`config.mk`:
```
export PLATFORM = sky130hd
export DESIGN_NAME = pcnx_unit
export DESIGN_NICKNAME = d
export VERILOG_FILES = /design/src/rtl/pcnx_pkg.sv /design/src/rtl/pcnx_cond.sv /design/src/rtl/pcnx_targets.sv /design/src/rtl/pcnx_select.sv /design/src/rtl/pcnx_unit.sv
export SDC_FILE = /design/constraint.sdc
export NUM_CORES = 1
export LEC_CHECK = 0
export BUFFER_PORTS_ARGS = -buffer_cell sky130_fd_sc_hd__buf_2
export CAP_MARGIN = 10
export CORE_MARGIN = 5
export CORE_UTILIZATION = 30
export CTS_BUF_LIST = sky130_fd_sc_hd__clkbuf_8
export DETAILED_ROUTE_END_ITERATION = 7
export MAX_ROUTING_LAYER = met4
export PLACE_DENSITY = 0.55
export SLEW_MARGIN = 0
export SYNTH_ARGS = -nofsm -noshare
export SYNTH_HDL_FRONTEND = slang
export SYNTH_SLANG_ARGS = --single-unit
```
`constraint.sdc`:
```
create_clock -name clk -period 2.95 [get_ports clk]
set_input_delay 0.1475 -clock clk [delete_from_list [all_inputs] [get_ports clk]]
set_output_delay 0.1475 -clock clk [all_outputs]
set_load 0.01 [all_outputs]
```
`src/rtl/pcnx_pkg.sv`:
```
package pcnx_pkg;

  typedef enum logic [2:0] {
    CLS_SEQ  = 3'd0,
    CLS_ABS  = 3'd1,
    CLS_IND  = 3'd2,
    CLS_REL  = 3'd3,
    CLS_BRGE = 3'd4
  } xfer_cls_e;

  // Map a raw class code onto a known class; spare codes fall back to sequential.
  function automatic xfer_cls_e decode_cls(input logic [2:0] code);
    xfer_cls_e c;
    case (code)
      3'd1:    c = CLS_ABS;
      3'd2:    c = CLS_IND;
      3'd3:    c = CLS_REL;
      3'd4:    c = CLS_BRGE;
      default: c = CLS_SEQ;
    endcase
    return c;
  endfunction

  // Signed greater-or-equal holds when negative and overflow agree.
  function automatic logic signed_ge(input logic neg, input logic ovf);
    return ~(neg ^ ovf);
  endfunction

endpackage

```
`src/rtl/pcnx_cond.sv`:
```
module pcnx_cond
  import pcnx_pkg::*;
(
  input  xfer_cls_e cls_i,
  input  logic      flag_n_i,
  input  logic      flag_v_i,
  output logic      br_take_o
);

  logic ge_hit;

  assign ge_hit    = signed_ge(flag_n_i, flag_v_i);
  assign br_take_o = (cls_i == CLS_BRGE) && ge_hit;

endmodule

```
`src/rtl/pcnx_targets.sv`:
```
module pcnx_targets #(
  parameter int PC_W  = 22,
  parameter int Z_W   = 16,
  parameter int REL_W = 12,
  parameter int BR_W  = 7,
  parameter int HI_W  = 6,
  parameter int EXT_W = 16
) (
  input  logic [PC_W-1:0]  pc_i,
  input  logic [REL_W-1:0] fld_i,
  input  logic [EXT_W-1:0] ext_i,
  input  logic [Z_W-1:0]   zreg_i,
  output logic [PC_W-1:0]  seq_pc_o,
  output logic [PC_W-1:0]  abs_pc_o,
  output logic [PC_W-1:0]  ind_pc_o,
  output logic [PC_W-1:0]  rel_pc_o,
  output logic [PC_W-1:0]  br_pc_o
);

  localparam int REL_PAD = PC_W - REL_W;
  localparam int BR_PAD  = PC_W - BR_W;
  localparam int ABS_W   = HI_W + EXT_W;

  function automatic logic [PC_W-1:0] widen_rel(input logic [REL_W-1:0] x);
    return {{REL_PAD{x[REL_W-1]}}, x};
  endfunction

  function automatic logic [PC_W-1:0] widen_br(input logic [BR_W-1:0] x);
    return {{BR_PAD{x[BR_W-1]}}, x};
  endfunction

  // Successor-relative sum; the adder width gives the wrap for free.
  function automatic logic [PC_W-1:0] from_succ(input logic [PC_W-1:0] base,
                                                input logic [PC_W-1:0] delta);
    return base + delta + PC_W'(1);
  endfunction

  logic [ABS_W-1:0] abs_raw;

  assign abs_raw  = {fld_i[HI_W-1:0], ext_i};
  assign abs_pc_o = PC_W'(abs_raw);
  assign seq_pc_o = from_succ(pc_i, '0);
  assign rel_pc_o = from_succ(pc_i, widen_rel(fld_i));
  assign br_pc_o  = from_succ(pc_i, widen_br(fld_i[BR_W-1:0]));

  generate
    if (Z_W < PC_W) begin : g_zext
      assign ind_pc_o = {{(PC_W-Z_W){1'b0}}, zreg_i};
    end else begin : g_ztrunc
      assign ind_pc_o = zreg_i[PC_W-1:0];
    end
  endgenerate

endmodule

```
`src/rtl/pcnx_select.sv`:
```
module pcnx_select
  import pcnx_pkg::*;
#(
  parameter int PC_W = 22
) (
  input  xfer_cls_e       cls_i,
  input  logic            br_take_i,
  input  logic [PC_W-1:0] seq_pc_i,
  input  logic [PC_W-1:0] abs_pc_i,
  input  logic [PC_W-1:0] ind_pc_i,
  input  logic [PC_W-1:0] rel_pc_i,
  input  logic [PC_W-1:0] br_pc_i,
  output logic [PC_W-1:0] next_pc_o,
  output logic            xfer_taken_o
);

  always_comb begin
    next_pc_o    = seq_pc_i;
    xfer_taken_o = 1'b0;
    case (cls_i)
      CLS_ABS: begin
        next_pc_o    = abs_pc_i;
        xfer_taken_o = 1'b1;
      end
      CLS_IND: begin
        next_pc_o    = ind_pc_i;
        xfer_taken_o = 1'b1;
      end
      CLS_REL: begin
        next_pc_o    = rel_pc_i;
        xfer_taken_o = 1'b1;
      end
      CLS_BRGE: begin
        if (br_take_i) begin
          next_pc_o    = br_pc_i;
          xfer_taken_o = 1'b1;
        end
      end
      default: begin
        next_pc_o    = seq_pc_i;
        xfer_taken_o = 1'b0;
      end
    endcase
  end

endmodule

```
`src/rtl/pcnx_unit.sv`:
```
module pcnx_unit
  import pcnx_pkg::*;
#(
  parameter int PC_W  = 22,
  parameter int Z_W   = 16,
  parameter int REL_W = 12,
  parameter int BR_W  = 7,
  parameter int HI_W  = 6,
  parameter int EXT_W = 16
) (
  input  logic             clk,
  input  logic             rst_n,
  input  logic [2:0]       op_class_i,
  input  logic [REL_W-1:0] fld_i,
  input  logic [EXT_W-1:0] ext_i,
  input  logic [Z_W-1:0]   zreg_i,
  input  logic             flag_n_i,
  input  logic             flag_v_i,
  output logic [PC_W-1:0]  next_pc_o,
  output logic [PC_W-1:0]  pc_o
);

  xfer_cls_e       cls;
  logic            br_take;
  logic            xfer_taken;
  logic [PC_W-1:0] seq_pc;
  logic [PC_W-1:0] abs_pc;
  logic [PC_W-1:0] ind_pc;
  logic [PC_W-1:0] rel_pc;
  logic [PC_W-1:0] br_pc;
  logic [PC_W-1:0] pc_q;
  logic [PC_W-1:0] pc_d;

  assign cls = decode_cls(op_class_i);

  pcnx_cond u_cond (
    .cls_i     (cls),
    .flag_n_i  (flag_n_i),
    .flag_v_i  (flag_v_i),
    .br_take_o (br_take)
  );

  pcnx_targets #(
    .PC_W (PC_W), .Z_W (Z_W), .REL_W (REL_W),
    .BR_W (BR_W), .HI_W (HI_W), .EXT_W (EXT_W)
  ) u_targets (
    .pc_i     (pc_q),
    .fld_i    (fld_i),
    .ext_i    (ext_i),
    .zreg_i   (zreg_i),
    .seq_pc_o (seq_pc),
    .abs_pc_o (abs_pc),
    .ind_pc_o (ind_pc),
    .rel_pc_o (rel_pc),
    .br_pc_o  (br_pc)
  );

  pcnx_select #(.PC_W (PC_W)) u_select (
    .cls_i        (cls),
    .br_take_i    (br_take),
    .seq_pc_i     (seq_pc),
    .abs_pc_i     (abs_pc),
    .ind_pc_i     (ind_pc),
    .rel_pc_i     (rel_pc),
    .br_pc_i      (br_pc),
    .next_pc_o    (pc_d),
    .xfer_taken_o (xfer_taken)
  );

  always_ff @(posedge clk or negedge rst_n) begin
    if (!rst_n) pc_q <= '0;
    else        pc_q <= pc_d;
  end

  assign next_pc_o = pc_d;
  assign pc_o      = pc_q;

endmodule

```
---- Word-level counts from Yosys, hierarchy flattened ----
Index checks and enable logic that the tools add are counted.
storage, ports and cells
  flip-flop bits (word level) ............. 22
  bits in latches ......................... 0
  memory bits (read-only) ................. 0
  memory bits (writable) .................. 0
  input bits .............................. 51
  memories kept ........................... 0
operators by class
  eq/ne operators ......................... 8
  add/subtract/negate cells ............... 5
  mux-type cells .......................... 3
  shifts and indexed selects .............. 0
  reduce and logical (&&, ||, !) cells .... 1
  divide/modulo/power cells ............... 0
  multipliers ............................. 0
  magnitude comparators ................... 0
  bitwise operators ....................... 2
operators by type and width
  operator                 number
  $pmux W22 S4             1
  $add A22 B1 Y22 const B  3
  $add A22 B22 Y22         2
  $mux W22                 1
  $eq A3 B2 Y1 const B     4
  $pmux W3 S4              1
  $eq A3 B1 Y1 const B     2
  $eq A3 B3 Y1 const B     2
  $logic_and A1 B1 Y1      1
  $not A1 Y1               1
  $xor A1 B1 Y1            1

---- Longest topological paths before layout ----
  depth in word-level cells ............... 6
  depth in mapped cells ................... 11

---- Hierarchy ----
A second synthesis with hierarchy kept.
second synthesis, totals
  cells, all modules ...................... 562
  area, all modules ....................... 4435.5 sq um
by module, submodules not included
  module        area each (sq um)  sequential area each (sq um)  cells each  instances
  pcnx_targets  2812.7             0.0                           387         1
  pcnx_select   1018.5             0.0                           148         1
  pcnx_unit     580.6              550.5                         25          1
  pcnx_cond     23.8               0.0                           2           1

---- Worst setup path before layout ----
Ideal clock, no wire load.
  path kind ............................... register -> output
  start point ............................. register pc_q[0] (netlist: pc_o[0])
  end point ............................... output port next_pc_o[18]
  stages on the path, launching flop included .. 12
  required time ........................... 2.803 ns
  slack ................................... 0.218 ns
  data arrival time ....................... 2.585 ns
  buffers on the path ..................... 0
  cells stage by stage .................... dfrtp_1 > inv_1 > ha_1 > fa_1 > nor2b_4 > o31ai_2 > a311o_2 > a21o_1 > a21oi_1 > o21ai_1 > mux2i_1 > a211o_1
on the way
  word-level cells in the longest chain between the ends .. 4
  elaborated cells on any way between the ends .. 7
RTL lines
  element                 line                source
  start, declared         pcnx_unit.sv:31     logic [PC_W-1:0] pc_q;
  start signal, assigned  pcnx_unit.sv:72     else pc_q <= pc_d;
  $add A22 B22 Y22        pcnx_targets.sv:35  return base + delta + PC_W'(1);
  $add A22 B1 Y22         pcnx_targets.sv:35
  $mux W22                pcnx_select.sv:34   if (br_take_i) begin
  $pmux W22 S4 (*)        pcnx_select.sv:20   case (cls_i)
  end, declared           pcnx_unit.sv:19     output logic [PC_W-1:0] next_pc_o,
Mark *: on every way between the ends. The rest lies on a longest branch, timed or not.

---- Final worst setup path ----
Same ends and word-level chain as after synthesis.

==> impl_metrics.tcl <==
set metrics [dict create \
    antenna_left 0 \
    finalHoldViolations 0 \
    drcViolationCount 0 \
    die-area_mm2 0.0142 \
    antennaDiodeCount 0 \
    finalWirelength_mm 14.0 \
    path_clk_slew_ps 120 \
    yosysMostFrequentCell "a21oi_1" \
    min_period_over_period_pct 102 \
    port_buffers 94 \
    dr_total_vias 4117 \
    required_ps 2800 \
    avgSynthCellArea_um2 7.72 \
    syn2layout_area_growth_pct 34.9 \
    std_cell_rows 39 \
    layout-drive-gt1-share_pct 34.9 \
    synthTopCellsByCount "a21oi_1, nand2_1, ha_1, nor2_1, xor2_1" \
    violations "setup timing" \
    grt_max_degree 24 \
    fp.dieW_um 119 \
    rsz0062_at_grt "true" \
    synth_flop_cell "dfrtp_1" \
    dp_cells 702 \
    status "finished, violations left" \
    cts_sinks 22 \
    tightest_slew_ps 728 \
    wl_per_cell_um 19.3 \
    gp_congestion 0.900 \
    ios 95 \
    layout_min_cycle_time_ps 3000 \
    antenna_found_initial 0 \
    criticalPathCategory "reg -> out" \
    p_leak_nw 2.13 \
    yosysWarnings 0 \
    first_global_vias 4224 \
    fin_ws_ps -49.4 \
    path_max_fanout 3 \
    synth-seq-cells 22 \
    synth_cells 462 \
    startpoint_type "flop" \
    clock_skew_ps 22.1 \
    stdcell_count 728 \
    yosys.area.top_type_share_pct 15.4 \
    holdWs_ps 184 \
    maxCapViolCount 0 \
    end_kind "output port" \
    clock_path_buffers 2 \
    cts_tree "built" \
    setup_viol 4 \
    drt_iter0_drc 253 \
    synth_area_mm2 0.00357 \
    grt_usage_pct 19.7 \
    core-area_mm2 0.0115 \
    cp_data_arrival_time_ps 2850 \
    numCtsBuffers 3 \
    dr.pass1.iters 4 \
    nets 674 \
    viasPerCell 5.66 \
    slew_violations 0 \
    largest_reg_flops 22 \
    pwr_density_cell_mw_per_mm2 821 \
    dp_hpwl_mm 10.8 \
    hold_class "in -> reg" \
    max-vdd-ir-drop_uv 329 \
    synth_top_cell_by_area "dfrtp_1" \
    synth.distinct_cells 60 \
    clock.fmax_mhz 333 \
    syn_nets 550 \
    yosys-top-cells-area "dfrtp_1, ha_1, a21oi_1" \
    synth-edff-count 0 \
    insertion_delay_ps 300 \
    root_buffer "clkbuf_8" \
    overflow 0 \
    grt_pass1_wl_mm 21.9 \
    dp_slack_ps -7.03 \
    floorplan.initialDensity_pct 31.0 \
    ys_seq_area_share_pct 15.4 \
    postSynth.asyncResetShare_pct 100 \
    fp.dieH_um 119 \
    cts_max_level 1 \
    slew_headroom_pct 51.1 \
]
[where the power goes]
| part | switching [W] | total, W | internal, W | leakage (nW) |
|---|---|---|---|---|
| clock | 0.000136 | 0.000319 | 0.000182 | 0.0357 |
| combinational | 0.00166 | 0.00306 | 0.00140 | 1.83 |
| sequential | 0.000155 | 0.000572 | 0.000417 | 0.260 |
| total | 0.00195 | 0.00395 | 0.00200 | 2.13 |
[final cells by class]
class / count / area (um2)
Inverter: 18 / 67.6
Timing Repair Buffer: 138 / 803
Sequential cell: 22 / 558
Multi-Input combinational cell: 403 / 3130
Clock buffer: 3 / 41.3
Fill cell: 1209 / 6710
Tap cell: 143 / 179
Clock inverter: 1 / 30.0
[worst max-delay path, stage by stage (launching register included)]
cell     delay, ps
dfrtp_1        370
inv_1           50
ha_2           170
fa_2           360
nor2b_4        140
o31ai_2         80
a311o_2        380
a21o_1         210
a21oi_2        140
o21ai_2         70
mux2i_1        130
a211o_1        300
buf_2          150
[cells by family after synthesis]
kind of cell / Yosys count / synth area share, %
flip-flops: 22 / 15.4
AND/OR/NAND/NOR: 138 / 19.9
adder cells (fa/ha/maj): 37 / 13.2
XOR/XNOR: 47 / 11.5
multiplexers: 7 / 2.10
buffers and inverters: 37 / 4.07
AO/OA/AOI/OAI: 174 / 33.8
[stage by stage]
step / instance area (um2) / utilization, % / power [W] / TNS, ps
floorplan: 3570 / - / 0.00236 / 0
CTS: 4630 / 40.2 / 0.00375 / -237
finish: 4810 / 41.8 / 0.00395 / -110
detailed placement: 4300 / 37.4 / 0.00317 / -7.03
global placement: 4300 / 37.4 / 0.00316 / 0
global route: 4810 / 41.8 / 0.00428 / -1070
[routing by layer]
layer / track usage [%] / share of wire [%]
met1: 24.2 / 44
met2: 34.1 / 51
met3: 3.32 / 3.8
met4: 3.98 / 1.3
met5: - / 0
[placed cells by master (no fill, tap or decap), types with 10 or more instances in the layout]
master / count
buf_4: 43
buf_2: 94
inv_1: 18
a21oi_1: 36
o21ai_0: 14
nand3_1: 15
o22ai_1: 10
nand2_1: 36
xor2_1: 24
xnor2_1: 23
dfrtp_1: 16
ha_1: 25
nor2_1: 27
a21o_1: 11
a22oi_1: 14
nand2b_1: 15
[path summary, 6_finish.rpt]
path	start	endpoint	slack, ps	cells after the start
max	pc_o[0]$_DFF_PN0_	next_pc_o[18]	-50	12
min	fld_i[0]	pc_o[16]$_DFF_PN0_	180	3
max reg2reg	pc_o[0]$_DFF_PN0_	pc_o[18]$_DFF_PN0_	410	11
min reg2reg	pc_o[0]$_DFF_PN0_	pc_o[0]$_DFF_PN0_	700	2
max in group asynchronous	rst_n	pc_o[14]$_DFF_PN0_	2120	2
min in group asynchronous	rst_n	pc_o[7]$_DFF_PN0_	380	2
[what timing repair did]
item / 4_1_cts / 5_1_grt
gates resized for setup: 29 / 31
setup endpoints to repair: 12 / 14
hold endpoints to repair: 22 / 0
hold buffers: 1 / 0
pin swaps: 21 / 22
buffers inserted: 14 / 7
Power figures use the tool's default switching activity.
